`config.mk`:
```
export PLATFORM = sky130hd
export DESIGN_NAME = line_burst_seq
export DESIGN_NICKNAME = d
export VERILOG_FILES = /design/src/rtl/line_burst_seq.sv
export SDC_FILE = /design/constraint.sdc
export NUM_CORES = 1
export LEC_CHECK = 0
export ABC_AREA = 1
export BUFFER_PORTS_ARGS = -buffer_cell sky130_fd_sc_hd__buf_4
export CORE_AREA = 10 10 151 139
export CTS_CLUSTER_SIZE = 10
export DETAILED_ROUTE_END_ITERATION = 8
export DIE_AREA = 0 0 161 149
export GPL_ROUTABILITY_DRIVEN = 0
export SETUP_SLACK_MARGIN = 0.15
export SYNTH_ARGS = -nofsm -noshare
export SYNTH_HDL_FRONTEND = slang
export SYNTH_SLANG_ARGS = --single-unit
```
`constraint.sdc`:
```
create_clock -name clk -period 5.68 [get_ports clk]
set_input_delay 0 -clock clk [delete_from_list [all_inputs] [get_ports clk]]
set_output_delay 0 -clock clk [all_outputs]
set_load 0.02 [all_outputs]
```
`src/rtl/line_burst_seq.sv`:
```
module line_burst_seq #(
  parameter int AW = 32,
  parameter int LW = 16
) (
  input  logic          clk,
  input  logic          rst_n,
  input  logic          line_start,
  input  logic [AW-1:0] line_addr,
  input  logic [LW-1:0] line_words,
  input  logic [5:0]    burst_cfg,
  input  logic          bus_is16,
  output logic          req_valid,
  output logic [AW-1:0] req_addr,
  output logic [6:0]    req_len,
  input  logic          req_ready,
  input  logic          beat_valid,
  output logic          line_done,
  output logic          overrun
);

  localparam logic [5:0] MIN_W = 6'd4;
  localparam logic [5:0] MAX_W = 6'd32;

  typedef enum logic [1:0] {S_IDLE, S_REQ, S_DATA} st_t;

  st_t           st;
  logic [LW-1:0] rem;
  logic [5:0]    bw;
  logic          b16;
  logic [6:0]    cnt;
  logic [5:0]    nw;
  logic [5:0]    cfg_cl;

  assign cfg_cl    = (burst_cfg < MIN_W) ? MIN_W : (burst_cfg > MAX_W) ? MAX_W : burst_cfg;
  assign nw        = (rem < LW'(bw)) ? rem[5:0] : bw;
  assign req_valid = (st == S_REQ);
  assign req_len   = b16 ? {nw, 1'b0} : {1'b0, nw};

  always_ff @(posedge clk) begin
    if (!rst_n) begin
      st        <= S_IDLE;
      rem       <= '0;
      bw        <= MIN_W;
      b16       <= 1'b0;
      cnt       <= '0;
      req_addr  <= '0;
      line_done <= 1'b0;
      overrun   <= 1'b0;
    end else begin
      line_done <= 1'b0;
      overrun   <= line_start && (st != S_IDLE);
      case (st)
        S_IDLE: if (line_start) begin
          req_addr <= line_addr;
          rem      <= line_words;
          bw       <= cfg_cl;
          b16      <= bus_is16;
          if (line_words == '0) line_done <= 1'b1;
          else                  st        <= S_REQ;
        end
        S_REQ: if (req_ready) begin
          cnt      <= req_len;
          req_addr <= req_addr + AW'({nw, 2'b00});
          rem      <= rem - LW'(nw);
          st       <= S_DATA;
        end
        default: if (beat_valid) begin
          cnt <= cnt - 7'd1;
          if (cnt == 7'd1) begin
            if (rem == '0) begin
              line_done <= 1'b1;
              st        <= S_IDLE;
            end else begin
              st <= S_REQ;
            end
          end
        end
      endcase
    end
  end

  AST_REQ_HOLD: assert property (@(posedge clk) disable iff (!rst_n)
    req_valid && !req_ready |=> req_valid && $stable(req_addr) && $stable(req_len));
  AST_LEN_RANGE: assert property (@(posedge clk) disable iff (!rst_n)
    req_valid |-> (req_len != 7'd0) && (req_len <= (b16 ? 7'd64 : 7'd32)));
  AST_GRANT_GAP: assert property (@(posedge clk) disable iff (!rst_n)
    req_valid && req_ready |=> !req_valid);
  AST_DONE_IDLE: assert property (@(posedge clk) disable iff (!rst_n)
    line_done |-> !req_valid);
  AST_OVR_CAUSE: assert property (@(posedge clk) disable iff (!rst_n)
    overrun |-> $past(line_start));

endmodule

```
==> metrics.log, run 1 <==
[metrics] status: finished, final reports clean
[metrics] clock buffer count from CTS: 9
[metrics] critical-path maximum fanout: 14
[metrics] placed wire-length estimate: 12.54 mm
[metrics] RSZ-0062 raised after global routing: false
[metrics] critical hold path startpoint: line_words[2]
[metrics] final setup TNS: 0 ns
[metrics] power per unit of standard cell area: 417.7 nW/um^2
[metrics] final core utilization: 35.70%
[metrics] die height: 149 um
[metrics] post-synth net total: 869
[metrics] number of sinks driven by the clock tree: 66
[metrics] number of hold violations in the final report: 0
[metrics] count of antenna diodes in the layout: 0
[metrics] worst reg2reg startpoint: bw[5]
[metrics] Port Buffer Count: 101
[metrics] highest achievable clock rate: 0.2676 GHz
[metrics] met2 routed wirelength: 7.585 mm
[metrics] Post-layout nets: 983
[metrics] part of the Yosys area used for sequential elements: 26.82%
[metrics] startpoint type of the worst setup path: register
[metrics] count of distinct cell types in the synthesized netlist: 43
[metrics] static power due to leakage: 0.002824 uW
[metrics] Peak supply drop: 0.1488 mV
[metrics] Hold WS: 0.01679 ns
[metrics] area of the mapped netlist: 4927 um^2
[metrics] cts repair resizes: 0
[metrics] area of the placeable core: 17990 um^2
[metrics] vias per inst: 4.733
[metrics] post-synthesis instance total: 790
[metrics] number of nets still failing antenna checks after routing: 0
[metrics] timing startpoint of the critical path: bw[5]
[metrics] wire length of the first global-routing pass: 27.59 mm
[metrics] number of flops mapped to enable cells by yosys: 0
[metrics] capturing element of the worst setup path: req_addr[14]
[metrics] FF-to-FF End: req_addr[14]
[metrics] post-route met1 wirelength: 8.255 mm
[metrics] H-tree depth reported by CTS: 3
[metrics] number of global-route vias before repair: 5276
[metrics] number of endpoints failing setup at the final stage: 0
[metrics] actual transition at the worst max-transition pin: 0.7873 ns
[metrics] final worst slack: 1.943 ns
[metrics] DR vias: 5448
[metrics] Max Cap Violations: 0
[metrics] area enclosed by the die boundary: 23990 um^2
[metrics] flops & latches, synth: 66
[metrics] pin count of the biggest net entering global routing: 66
[metrics] first-pass iteration count of the detailed router: 5
[metrics] post-route minimum period: 3.737 ns
[metrics] GRT Resource Usage Total: 13.82%
[metrics] count of pins over their slew limit: 0
[metrics] CTS tree: done
[metrics] initial antenna violation count: 0
[metrics] kind of critical path: register to register
[metrics] worst reg2reg path depth: 22
[metrics] commonest register cell after synthesis: sky130_fd_sc_hd__dfxtp_1
[metrics] Final Skew: 0.005611 ns
[metrics] final routed wirelength across all metal layers: 16.86 mm
[metrics] endpoint required time on the critical path: 5.88 ns
[metrics] insertion delay of the later-clocked pin in the worst-skew pair: 0.33 ns
[metrics] initial core utilization: 27.38%
[metrics] violation count after the first detailed-routing iteration: 383
[metrics] depth of the worst hold-timing path: 3
[metrics] relative max-transition margin: 47.03%
[metrics] Area Growth Syn to Fin: 30.37%
[metrics] class of the tightest hold or removal check: input pin to register
[metrics] number of I/O pins: 102
[metrics] CP Capture Type: register
[metrics] placement-stage worst setup slack: 1.979 ns
[metrics] wire length per cell: 14.65 um
[metrics] Remaining Overflow, GRT: 0
[metrics] share of cells above drive strength 1: 17.44%
[metrics] placement row count: 47
[metrics] chip width: 161 um
[metrics] CP Data Arrival Time: 3.94 ns
[metrics] average instance area after synthesis: 6.237 um^2
[metrics] Clock Pin Slew Worst Setup and Hold Paths: 0.05 ns
[metrics] number of warnings reported in the yosys synthesis log: 0
[metrics] Met3 Wirelength: 794 um
[metrics] cell at the root of the clock tree: sky130_fd_sc_hd__clkbuf_16
[metrics] remaining routing DRC violations: 0
[metrics] maximum buffer depth of the clock tree: 2
[metrics] share of synthesized registers carrying an async set or reset: 0%
[metrics] slack of the worst reg-to-reg path: 1.94 ns
[metrics] fraction of the cycle the final worst path needs: 65.80%
[metrics] uppermost routed layer: met4
[placed cells by master, fill, tap and decap left out, types with 12 or more instances in the layout]
| cell type | Yosys | final |
|---|---|---|
| sky130_fd_sc_hd__nand2_1 | 191 | 191 |
| sky130_fd_sc_hd__inv_1 | 107 | 107 |
| sky130_fd_sc_hd__buf_4 | 1 | 105 |
| sky130_fd_sc_hd__nand3_1 | 67 | 67 |
| sky130_fd_sc_hd__dfxtp_1 | 66 | 66 |
| sky130_fd_sc_hd__o21ai_0 | 55 | 55 |
| sky130_fd_sc_hd__a21oi_1 | 52 | 52 |
| sky130_fd_sc_hd__nor2_1 | 53 | 52 |
| sky130_fd_sc_hd__dlygate4sd3_1 | 0 | 27 |
| sky130_fd_sc_hd__ha_1 | 17 | 17 |
| sky130_fd_sc_hd__nand4_1 | 16 | 16 |
| sky130_fd_sc_hd__a31oi_1 | 15 | 15 |
| sky130_fd_sc_hd__nor3_1 | 14 | 14 |
| sky130_fd_sc_hd__nor4_1 | 12 | 12 |
[power breakdown]
group / internal, uW / switching, uW
Clock: 288 / 198
Sequential: 583 / 144
Combinational: 532 / 939
Total: 1400 / 1280
[per-stage QoR]
stage | instances | power (uW) | area (um^2)
after floorplan | 790 | 1756 | 4927
after global placement | 1111 | 2178 | 5912
after detailed placement | 1111 | 2192 | 5912
after CTS | 1151 | 2706 | 6424
after global routing | 1151 | 2940 | 6424
final | 1151 | 2683 | 6424
[how the worst min path moves through the flow]
stage	end	slack, ns
2_1_floorplan	req_addr[0]	0.13
3_3_place_gp	req_addr[0]	0.22
3_5_place_dp	req_addr[0]	0.24
4_1_cts	rem[0]	0.008
5_1_grt	rem[0]	0.03
6_report	rem[2]	0.02
[what timing repair did]
action	CTS	global route
hold buffers	27	0
endpoints found under the setup margin	0	0
hold endpoints to repair	27	0
setup buffers	0	0
[registers in the layout, indices dropped and copies added, names as in the netlist]
register / flops
line_done: 1
req_addr: 32
b16: 1
rem: 16
cnt: 7
bw: 6
st: 2
overrun: 1
[synth_stat cells (2+ instances only)]
cell / count / area share, %
sky130_fd_sc_hd__a21oi_1: 52 / 5.3
sky130_fd_sc_hd__fa_1: 2 / 0.81
sky130_fd_sc_hd__nand2_4: 2 / 0.46
sky130_fd_sc_hd__nand3_2: 2 / 0.41
sky130_fd_sc_hd__nand3_1: 67 / 6.8
sky130_fd_sc_hd__nor4_1: 12 / 1.5
sky130_fd_sc_hd__or2_4: 2 / 0.36
sky130_fd_sc_hd__inv_2: 2 / 0.15
sky130_fd_sc_hd__dfxtp_1: 66 / 27
sky130_fd_sc_hd__xor2_1: 10 / 1.8
sky130_fd_sc_hd__o211ai_1: 7 / 1.1
sky130_fd_sc_hd__or2_2: 7 / 0.89
sky130_fd_sc_hd__nor2_1: 53 / 4.0
sky130_fd_sc_hd__o21ai_2: 7 / 1.2
sky130_fd_sc_hd__o21ai_1: 9 / 0.91
sky130_fd_sc_hd__and2_1: 2 / 0.25
sky130_fd_sc_hd__nand4_1: 16 / 2.0
sky130_fd_sc_hd__clkbuf_1: 23 / 1.8
sky130_fd_sc_hd__ha_1: 17 / 4.3
sky130_fd_sc_hd__o21ai_0: 55 / 5.6
sky130_fd_sc_hd__a31oi_1: 15 / 1.9
sky130_fd_sc_hd__and3_1: 2 / 0.25
sky130_fd_sc_hd__nor2_4: 6 / 1.4
sky130_fd_sc_hd__nand2_2: 11 / 1.4
sky130_fd_sc_hd__xnor2_1: 3 / 0.53
sky130_fd_sc_hd__nor3_1: 14 / 1.4
sky130_fd_sc_hd__buf_2: 4 / 0.41
sky130_fd_sc_hd__inv_1: 107 / 8.2
sky130_fd_sc_hd__o21bai_1: 3 / 0.46
sky130_fd_sc_hd__nand3b_1: 3 / 0.46
sky130_fd_sc_hd__a211oi_1: 7 / 1.1
sky130_fd_sc_hd__nand2_1: 191 / 15
[logic make-up after synthesis]
group           count (synthesis)  share of synthesized area, %
compound gates                160                         18.36
xor+xnor                       13                         2.311
fa+ha+maj                      19                         5.129
buf+inv                       139                         10.77
flops                          66                         26.82
simple gates                  393                         36.62
[worst max-delay path, cell delays in order (launching register included)]
cell and delay [ns]:
sky130_fd_sc_hd__dfxtp_1 0.32, sky130_fd_sc_hd__inv_1 0.06, sky130_fd_sc_hd__ha_1 0.28, sky130_fd_sc_hd__a21oi_1 0.15, sky130_fd_sc_hd__nand2_1 0.10, sky130_fd_sc_hd__nor2_4 0.14, sky130_fd_sc_hd__nand2_2 0.19, sky130_fd_sc_hd__o21ai_1 0.35
sky130_fd_sc_hd__ha_1 0.21, sky130_fd_sc_hd__inv_1 0.06, sky130_fd_sc_hd__fa_1 0.42, sky130_fd_sc_hd__o21ai_0 0.28, sky130_fd_sc_hd__inv_1 0.11, sky130_fd_sc_hd__nor2_1 0.14, sky130_fd_sc_hd__inv_1 0.09, sky130_fd_sc_hd__nor2_4 0.12
sky130_fd_sc_hd__nor2_4 0.06, sky130_fd_sc_hd__nor2_4 0.15, sky130_fd_sc_hd__nand2_1 0.07, sky130_fd_sc_hd__nand2_1 0.07, sky130_fd_sc_hd__nand3_1 0.07, sky130_fd_sc_hd__nand3_1 0.11, sky130_fd_sc_hd__a21oi_1 0.06
[layout make-up]
type	count	area (um^2)
clock buffer	12	236.5
fill	1996	11570
multi-input combinational	585	3083
tap	245	306.5
clock inverter	1	5.005
sequential	66	1321
inverter	110	412.9
timing repair buffer	132	1059
[routing by layer]
layer,track usage (%),vias to the layer above
met1,18.63,2459
met3,2.401,13
li1,-,2848
met5,0,-
met2,22.07,128
met4,4.091,0
Power figures use the tool's default switching activity.
==> run 2: changes to the inputs <==
Clock period 5.68 ns to 3.7 ns, I/O delays scaled along.
==> metrics.log, run 2 (same netlist as run 1, synthesis figures left out) <==
[metrics] status: finished, final reports clean
[metrics] share of cells above drive strength 1: 19.06%
[metrics] remaining routing DRC violations: 0
[metrics] most frequent standard cell in the layout excluding fill and tap cells: sky130_fd_sc_hd__nand2_1
[metrics] Post-layout nets: 992
[metrics] chip width: 161 um
[metrics] CP Data Arrival Time: 3.51 ns
[metrics] post-CTS setup buffer count: 0
[metrics] count of pins over their slew limit: 0
[metrics] post-route minimum period: 3.310 ns
[metrics] RSZ-0062 raised after global routing: true
[metrics] DR vias: 5633
[metrics] actual transition at the worst max-transition pin: 0.7327 ns
[metrics] Remaining Overflow, GRT: 0
[metrics] FF+latch area: 1324 um^2
[metrics] placed wire-length estimate: 12.66 mm
[metrics] Clock Pin Slew Worst Setup and Hold Paths: 0.06 ns
[metrics] Port Buffer Count: 101
[metrics] critical-path maximum fanout: 7
[metrics] Peak supply drop: 0.2960 mV
[metrics] highest achievable clock rate: 0.3021 GHz
[metrics] fraction of the cycle the final worst path needs: 89.47%
[metrics] Biggest register: req_addr
[metrics] number of nets still failing antenna checks after routing: 0
[metrics] startpoint type of the worst setup path: register
[metrics] Area Growth Syn to Fin: 34.18%
[metrics] kind of critical path: register to register
[metrics] insertion delay of the later-clocked pin in the worst-skew pair: 0.35 ns
[metrics] vias per inst: 4.844
[metrics] count of antenna diodes in the layout: 0
[metrics] die height: 149 um
[metrics] first-pass iteration count of the detailed router: 5
[metrics] class of the tightest hold or removal check: input pin to register
[metrics] max incr delay on CP: 0.43 ns
[metrics] number of flip-flops in the largest register: 32
[metrics] number of I/O pins: 102
[metrics] GRT Resource Usage Total: 14.11%
[metrics] cell at the root of the clock tree: sky130_fd_sc_hd__clkbuf_16
[metrics] placement row count: 47
[metrics] final routed wirelength across all metal layers: 17.35 mm
[metrics] number of hold violations in the final report: 0
[metrics] Final Skew: 0.007894 ns
[metrics] area enclosed by the die boundary: 23990 um^2
[metrics] number of endpoints failing setup at the final stage: 0
[metrics] area of the placeable core: 17990 um^2
[metrics] number of sinks driven by the clock tree: 66
[metrics] area of the multi-input gates: 3133 um^2
[metrics] Max Cap Violations: 0
[metrics] power per unit of standard cell area: 657.7 nW/um^2
[metrics] most frequent cells in the layout: sky130_fd_sc_hd__nand2_1, sky130_fd_sc_hd__buf_4, sky130_fd_sc_hd__inv_1
[metrics] final setup TNS: 0 ns
[metrics] wire length per cell: 14.92 um
[metrics] number of global-route vias before repair: 5360
[metrics] endpoint required time on the critical path: 3.90 ns
[metrics] static power due to leakage: 0.002901 uW
[metrics] post-layout instance count excluding filler cells: 1163
[metrics] registers with the most flip-flops: req_addr (32), rem (16), cnt (7)
[metrics] H-tree depth reported by CTS: 3
[metrics] placed insts: 1115
[metrics] ordered cell list for the critical path: inv_1 > ha_1 > a21oi_1 > nand2_1 > nor2_4 > nand2_4 > o21ai_1 > inv_1 > fa_2 > o21ai_2 > inv_1 > nor2_1 > inv_1 > nor2_4 > nor2_4 > nor2_4 > nand2_1 > nand2_1 > nand3_1 > nand3_1 > a21oi_1
[metrics] violation count after the first detailed-routing iteration: 366
[metrics] clock buffer count from CTS: 9
[metrics] relative max-transition margin: 51.15%
[metrics] maximum buffer depth of the clock tree: 2
[metrics] pin count of the biggest net entering global routing: 65
[metrics] count of fill cells added during filler insertion: 1968
[metrics] initial core utilization: 27.38%
[metrics] initial antenna violation count: 0
[metrics] CP Capture Type: register
[metrics] CTS tree: done
[metrics] wire length of the first global-routing pass: 27.87 mm
[metrics] Critical-path top delay cell: sky130_fd_sc_hd__fa_2
==> run 2: power breakdown <==
part,switching (uW),internal [uW]
Combinational,1500,893
Sequential,219,895
Clock,335,507
==> run 2: worst max-delay path: cells and delay by family, from the launching register on <==
| kind | cells | cell delay [ns] |
|---|---|---|
| flip-flops | 1 | 0.32 |
| buffers and inverters | 4 | 0.38 |
| AO/OA/AOI/OAI | 4 | 0.60 |
| AND/OR/NAND/NOR | 11 | 1.11 |
| adder cells (fa/ha/maj) | 2 | 0.71 |
==> run 2: layer usage <==
metal,GRT usage (%),up-vias,share of wire [%]
li1,-,2866,-
met1,18.53,2599,48
met2,22.40,144,45
met3,2.456,24,5.0
met4,5.864,0,2.2
met5,0,-,0
==> run 2: repair_timing <==
action / in CTS / in global routing
endpoints found under the setup margin: 0 / 30
hold buffers: 32 / 0
hold endpoints to repair: 32 / 0
resized for setup: 0 / 11
==> run 2: cell type report <==
type	instances	share of cell area, %
clock inverter	2	0.1514
sequential	66	20.02
multi-input combinational	585	47.39
tap	245	4.637
inverter	110	6.245
clock buffer	14	4.145
timing repair buffer	141	17.41
==> run 2: path summary, 6_finish.rpt <==
| kind | from | end | slack, ns | depth (start not counted) |
|---|---|---|---|---|
| hold reg to reg | bw[5] | bw[5] | 0.48 | 2 |
| setup reg to reg | bw[5] | req_addr[14] | 0.39 | 21 |
| hold / removal | line_addr[12] | req_addr[12] | 0.009 | 5 |
| setup / recovery | bw[5] | req_addr[14] | 0.39 | 21 |
==> run 2: metrics by stage <==
step | hold WS, ns | instance area, um^2 | power, uW | utilization, % | setup WS (ns)
floorplan | 0.1349 | 4927 | 2696 | - | 0.3890
global placement | 0.2247 | 5954 | 3408 | 33.09 | 0.3683
detailed placement | 0.2335 | 5954 | 3433 | 33.09 | 0.2870
CTS | 0.001203 | 6559 | 4312 | 36.45 | 0.2587
global route | 0.04497 | 6611 | 4725 | 36.74 | 0.1263
finish | 0.008569 | 6611 | 4348 | 36.74 | 0.3896
==> run 3: changes to the inputs <==
Clock period 3.7 ns to 2.82 ns, I/O delays scaled along.
==> metrics.log, run 3 (same netlist as run 1, synthesis figures left out) <==
[metrics] placement row count: 47
[metrics] Port Buffer Count: 101
[metrics] Area Growth Syn to Fin: 56.93%
[metrics] status: complete, but fails checks
[metrics] number of nets still failing antenna checks after routing: 0
[metrics] violations in the final reports: setup timing
[metrics] initial antenna violation count: 0
[metrics] vias per inst: 4.761
[metrics] post-route minimum period: 3.176 ns
[metrics] count of antenna diodes in the layout: 0
[metrics] number of global-route vias before repair: 5622
[metrics] violation count after the first detailed-routing iteration: 391
[metrics] cell at the root of the clock tree: sky130_fd_sc_hd__clkbuf_16
[metrics] number of endpoints failing setup at the final stage: 38
[metrics] count of fill cells added during filler insertion: 1882
[metrics] kind of critical path: register to register
[metrics] class of the tightest hold or removal check: input pin to register
[metrics] startpoint type of the worst setup path: register
[metrics] area of the placeable core: 17990 um^2
[metrics] number of flip-flops in the largest register: 32
[metrics] die height: 149 um
[metrics] CTS tree: done
[metrics] actual transition at the worst max-transition pin: 0.9611 ns
[metrics] chip width: 161 um
[metrics] remaining routing DRC violations: 0
[metrics] wire length per cell: 14.69 um
[metrics] Post-layout nets: 1093
[metrics] Final Skew: 0.007722 ns
[metrics] CP Capture Type: register
[metrics] sequential power share: 21.1%
[metrics] registers with the most flip-flops: req_addr (32), rem (16), cnt (7)
[metrics] depth of the worst hold-timing path: 5
[metrics] most frequent standard cell in the layout excluding fill and tap cells: sky130_fd_sc_hd__buf_4
[metrics] final worst slack: -0.3564 ns
[metrics] DR vias: 6018
[metrics] Sw Share: 44.73%
[metrics] critical-path maximum fanout: 6
[metrics] relative max-transition margin: 35.86%
[metrics] initial core utilization: 27.38%
[metrics] GRT Resource Usage Total: 14.92%
[metrics] maximum buffer depth of the clock tree: 2
[metrics] final routed wirelength across all metal layers: 18.57 mm
[metrics] number of I/O pins: 102
[metrics] number of sinks driven by the clock tree: 66
[metrics] pin count of the biggest net entering global routing: 65
[metrics] placement-stage cell area: 6556 um^2
[metrics] most frequent cells in the layout: sky130_fd_sc_hd__buf_4, sky130_fd_sc_hd__nand2_1, sky130_fd_sc_hd__inv_1
[metrics] fraction of the cycle the final worst path needs: 112.6%
[metrics] Clock Pin Slew Worst Setup and Hold Paths: 0.06 ns
[metrics] Peak supply drop: 0.3549 mV
[metrics] number of hold violations in the final report: 0
[metrics] count of pins over their slew limit: 0
[metrics] static power due to leakage: 0.003456 uW
[metrics] CP Data Arrival Time: 3.36 ns
[metrics] Post-Layout Inst Area: 7732 um^2
[metrics] placed wire-length estimate: 13.09 mm
[metrics] Comb power frac: 61.0%
[metrics] internal cell power: 3787 uW
[metrics] final core utilization: 42.97%
[metrics] first-pass iteration count of the detailed router: 5
[metrics] area enclosed by the die boundary: 23990 um^2
[metrics] wire length of the first global-routing pass: 29.24 mm
[metrics] highest achievable clock rate: 0.3148 GHz
[metrics] Max Cap Violations: 0
[metrics] Biggest register: req_addr
[metrics] overall power of the completed layout: 6851 uW
[metrics] worst reg2reg path depth: 23
[metrics] share of cells above drive strength 1: 32.88%
[metrics] power per unit of standard cell area: 886.0 nW/um^2
[metrics] H-tree depth reported by CTS: 3
[metrics] RSZ-0062 raised after global routing: true
[metrics] clock buffer count from CTS: 9
[metrics] Psw: 3064 uW
[metrics] endpoint required time on the critical path: 3.01 ns
[metrics] proportion of power drawn by the clock network: 17.9%
[metrics] Remaining Overflow, GRT: 0
[metrics] insertion delay of the later-clocked pin in the worst-skew pair: 0.35 ns
-- run 3: cell types whose count changed in the layout (fill, tap and decap cells not counted), sizes merged --
cell and delta:
nand2 +2, buf +98, clkbuf +1, clkinv -2, dlygate4sd3 +1, bufinv +1
-- run 3: per-layer routing --
metal / wire, um / share of wire [%] / track usage [%] / up-vias
met2: 8460 / 46 / 23.60 / 174
met1: 8815 / 47 / 20.09 / 2750
li1: - / - / - / 3075
met5: 0 / 0 / 0 / -
met3: 999 / 5.4 / 2.842 / 19
met4: 289 / 1.6 / 4.636 / 0
-- run 3: power groups by stage --
stage / Combinational (uW) / Clock [uW] / Sequential, uW
after floorplan: 2050 / 0 / 1550
after global placement: 3510 / 0 / 1450
after detailed placement: 3530 / 0 / 1450
after CTS: 3840 / 1240 / 1430
after global routing: 4610 / 1280 / 1480
final: 4180 / 1230 / 1440
-- run 3: area by class of cell --
type,instances,area [um^2],area share (%)
tap,245,306.5,3.964
sequential,66,1331,17.22
inverter,110,412.9,5.340
clock buffer,15,287.8,3.722
multi-input combinational,587,3448,44.60
timing repair buffer,240,1916,24.77
clock inverter,1,30.03,0.3883
-- run 3: what timing repair did --
action                                  in CTS  in global routing
endpoints found under the setup margin      39                 42
hold endpoints to repair                    31                  0
pin swaps                                   16                 42
buffers inserted                            15                 14
hold buffers                                33                  0
resized for setup                           29                 39
cloned                                       1                  1
-- run 3: final timing paths --
check / startpoint / endpoint / slack (ns)
max: bw[5] / req_addr[23] / -0.36
min reg2reg: cnt[1] / cnt[1] / 0.49
max reg2reg: bw[5] / req_addr[23] / -0.36
min: req_ready / st[1] / 0.006
-- run 3: through the flow --
step / setup TNS (ns) / hold WS [ns] / setup slack [ns] / std cells
floorplan: -1.317 / 0.1308 / -0.2178 / 790
global placement: -6.421 / 0.2240 / -0.2684 / 1184
detailed placement: -7.537 / 0.2453 / -0.3288 / 1184
CTS: -4.665 / 0.002355 / -0.2382 / 1249
global route: -16.73 / 0.01688 / -0.5609 / 1264
finish: -9.102 / 0.005618 / -0.3564 / 1264
-- run 3: worst max-delay path: stages, from the launching register on --
cell and delay, ns:
sky130_fd_sc_hd__dfxtp_2 0.34, sky130_fd_sc_hd__inv_2 0.05, sky130_fd_sc_hd__ha_4 0.21, sky130_fd_sc_hd__a21oi_2 0.12
sky130_fd_sc_hd__nand2_1 0.09, sky130_fd_sc_hd__nor2_4 0.15, sky130_fd_sc_hd__nand2_4 0.10, sky130_fd_sc_hd__buf_4 0.16
sky130_fd_sc_hd__nand2_1 0.11, sky130_fd_sc_hd__o21ai_4 0.09, sky130_fd_sc_hd__ha_4 0.24, sky130_fd_sc_hd__nand2_1 0.08
sky130_fd_sc_hd__nor2_2 0.04, sky130_fd_sc_hd__a211oi_2 0.28, sky130_fd_sc_hd__nor2_2 0.09, sky130_fd_sc_hd__o21ai_2 0.16
sky130_fd_sc_hd__nand2_2 0.14, sky130_fd_sc_hd__buf_4 0.17, sky130_fd_sc_hd__nand3_2 0.05, sky130_fd_sc_hd__nand2_1 0.05
sky130_fd_sc_hd__nand2_1 0.05, sky130_fd_sc_hd__nand3_1 0.08, sky130_fd_sc_hd__nand3_1 0.11, sky130_fd_sc_hd__a21oi_1 0.06
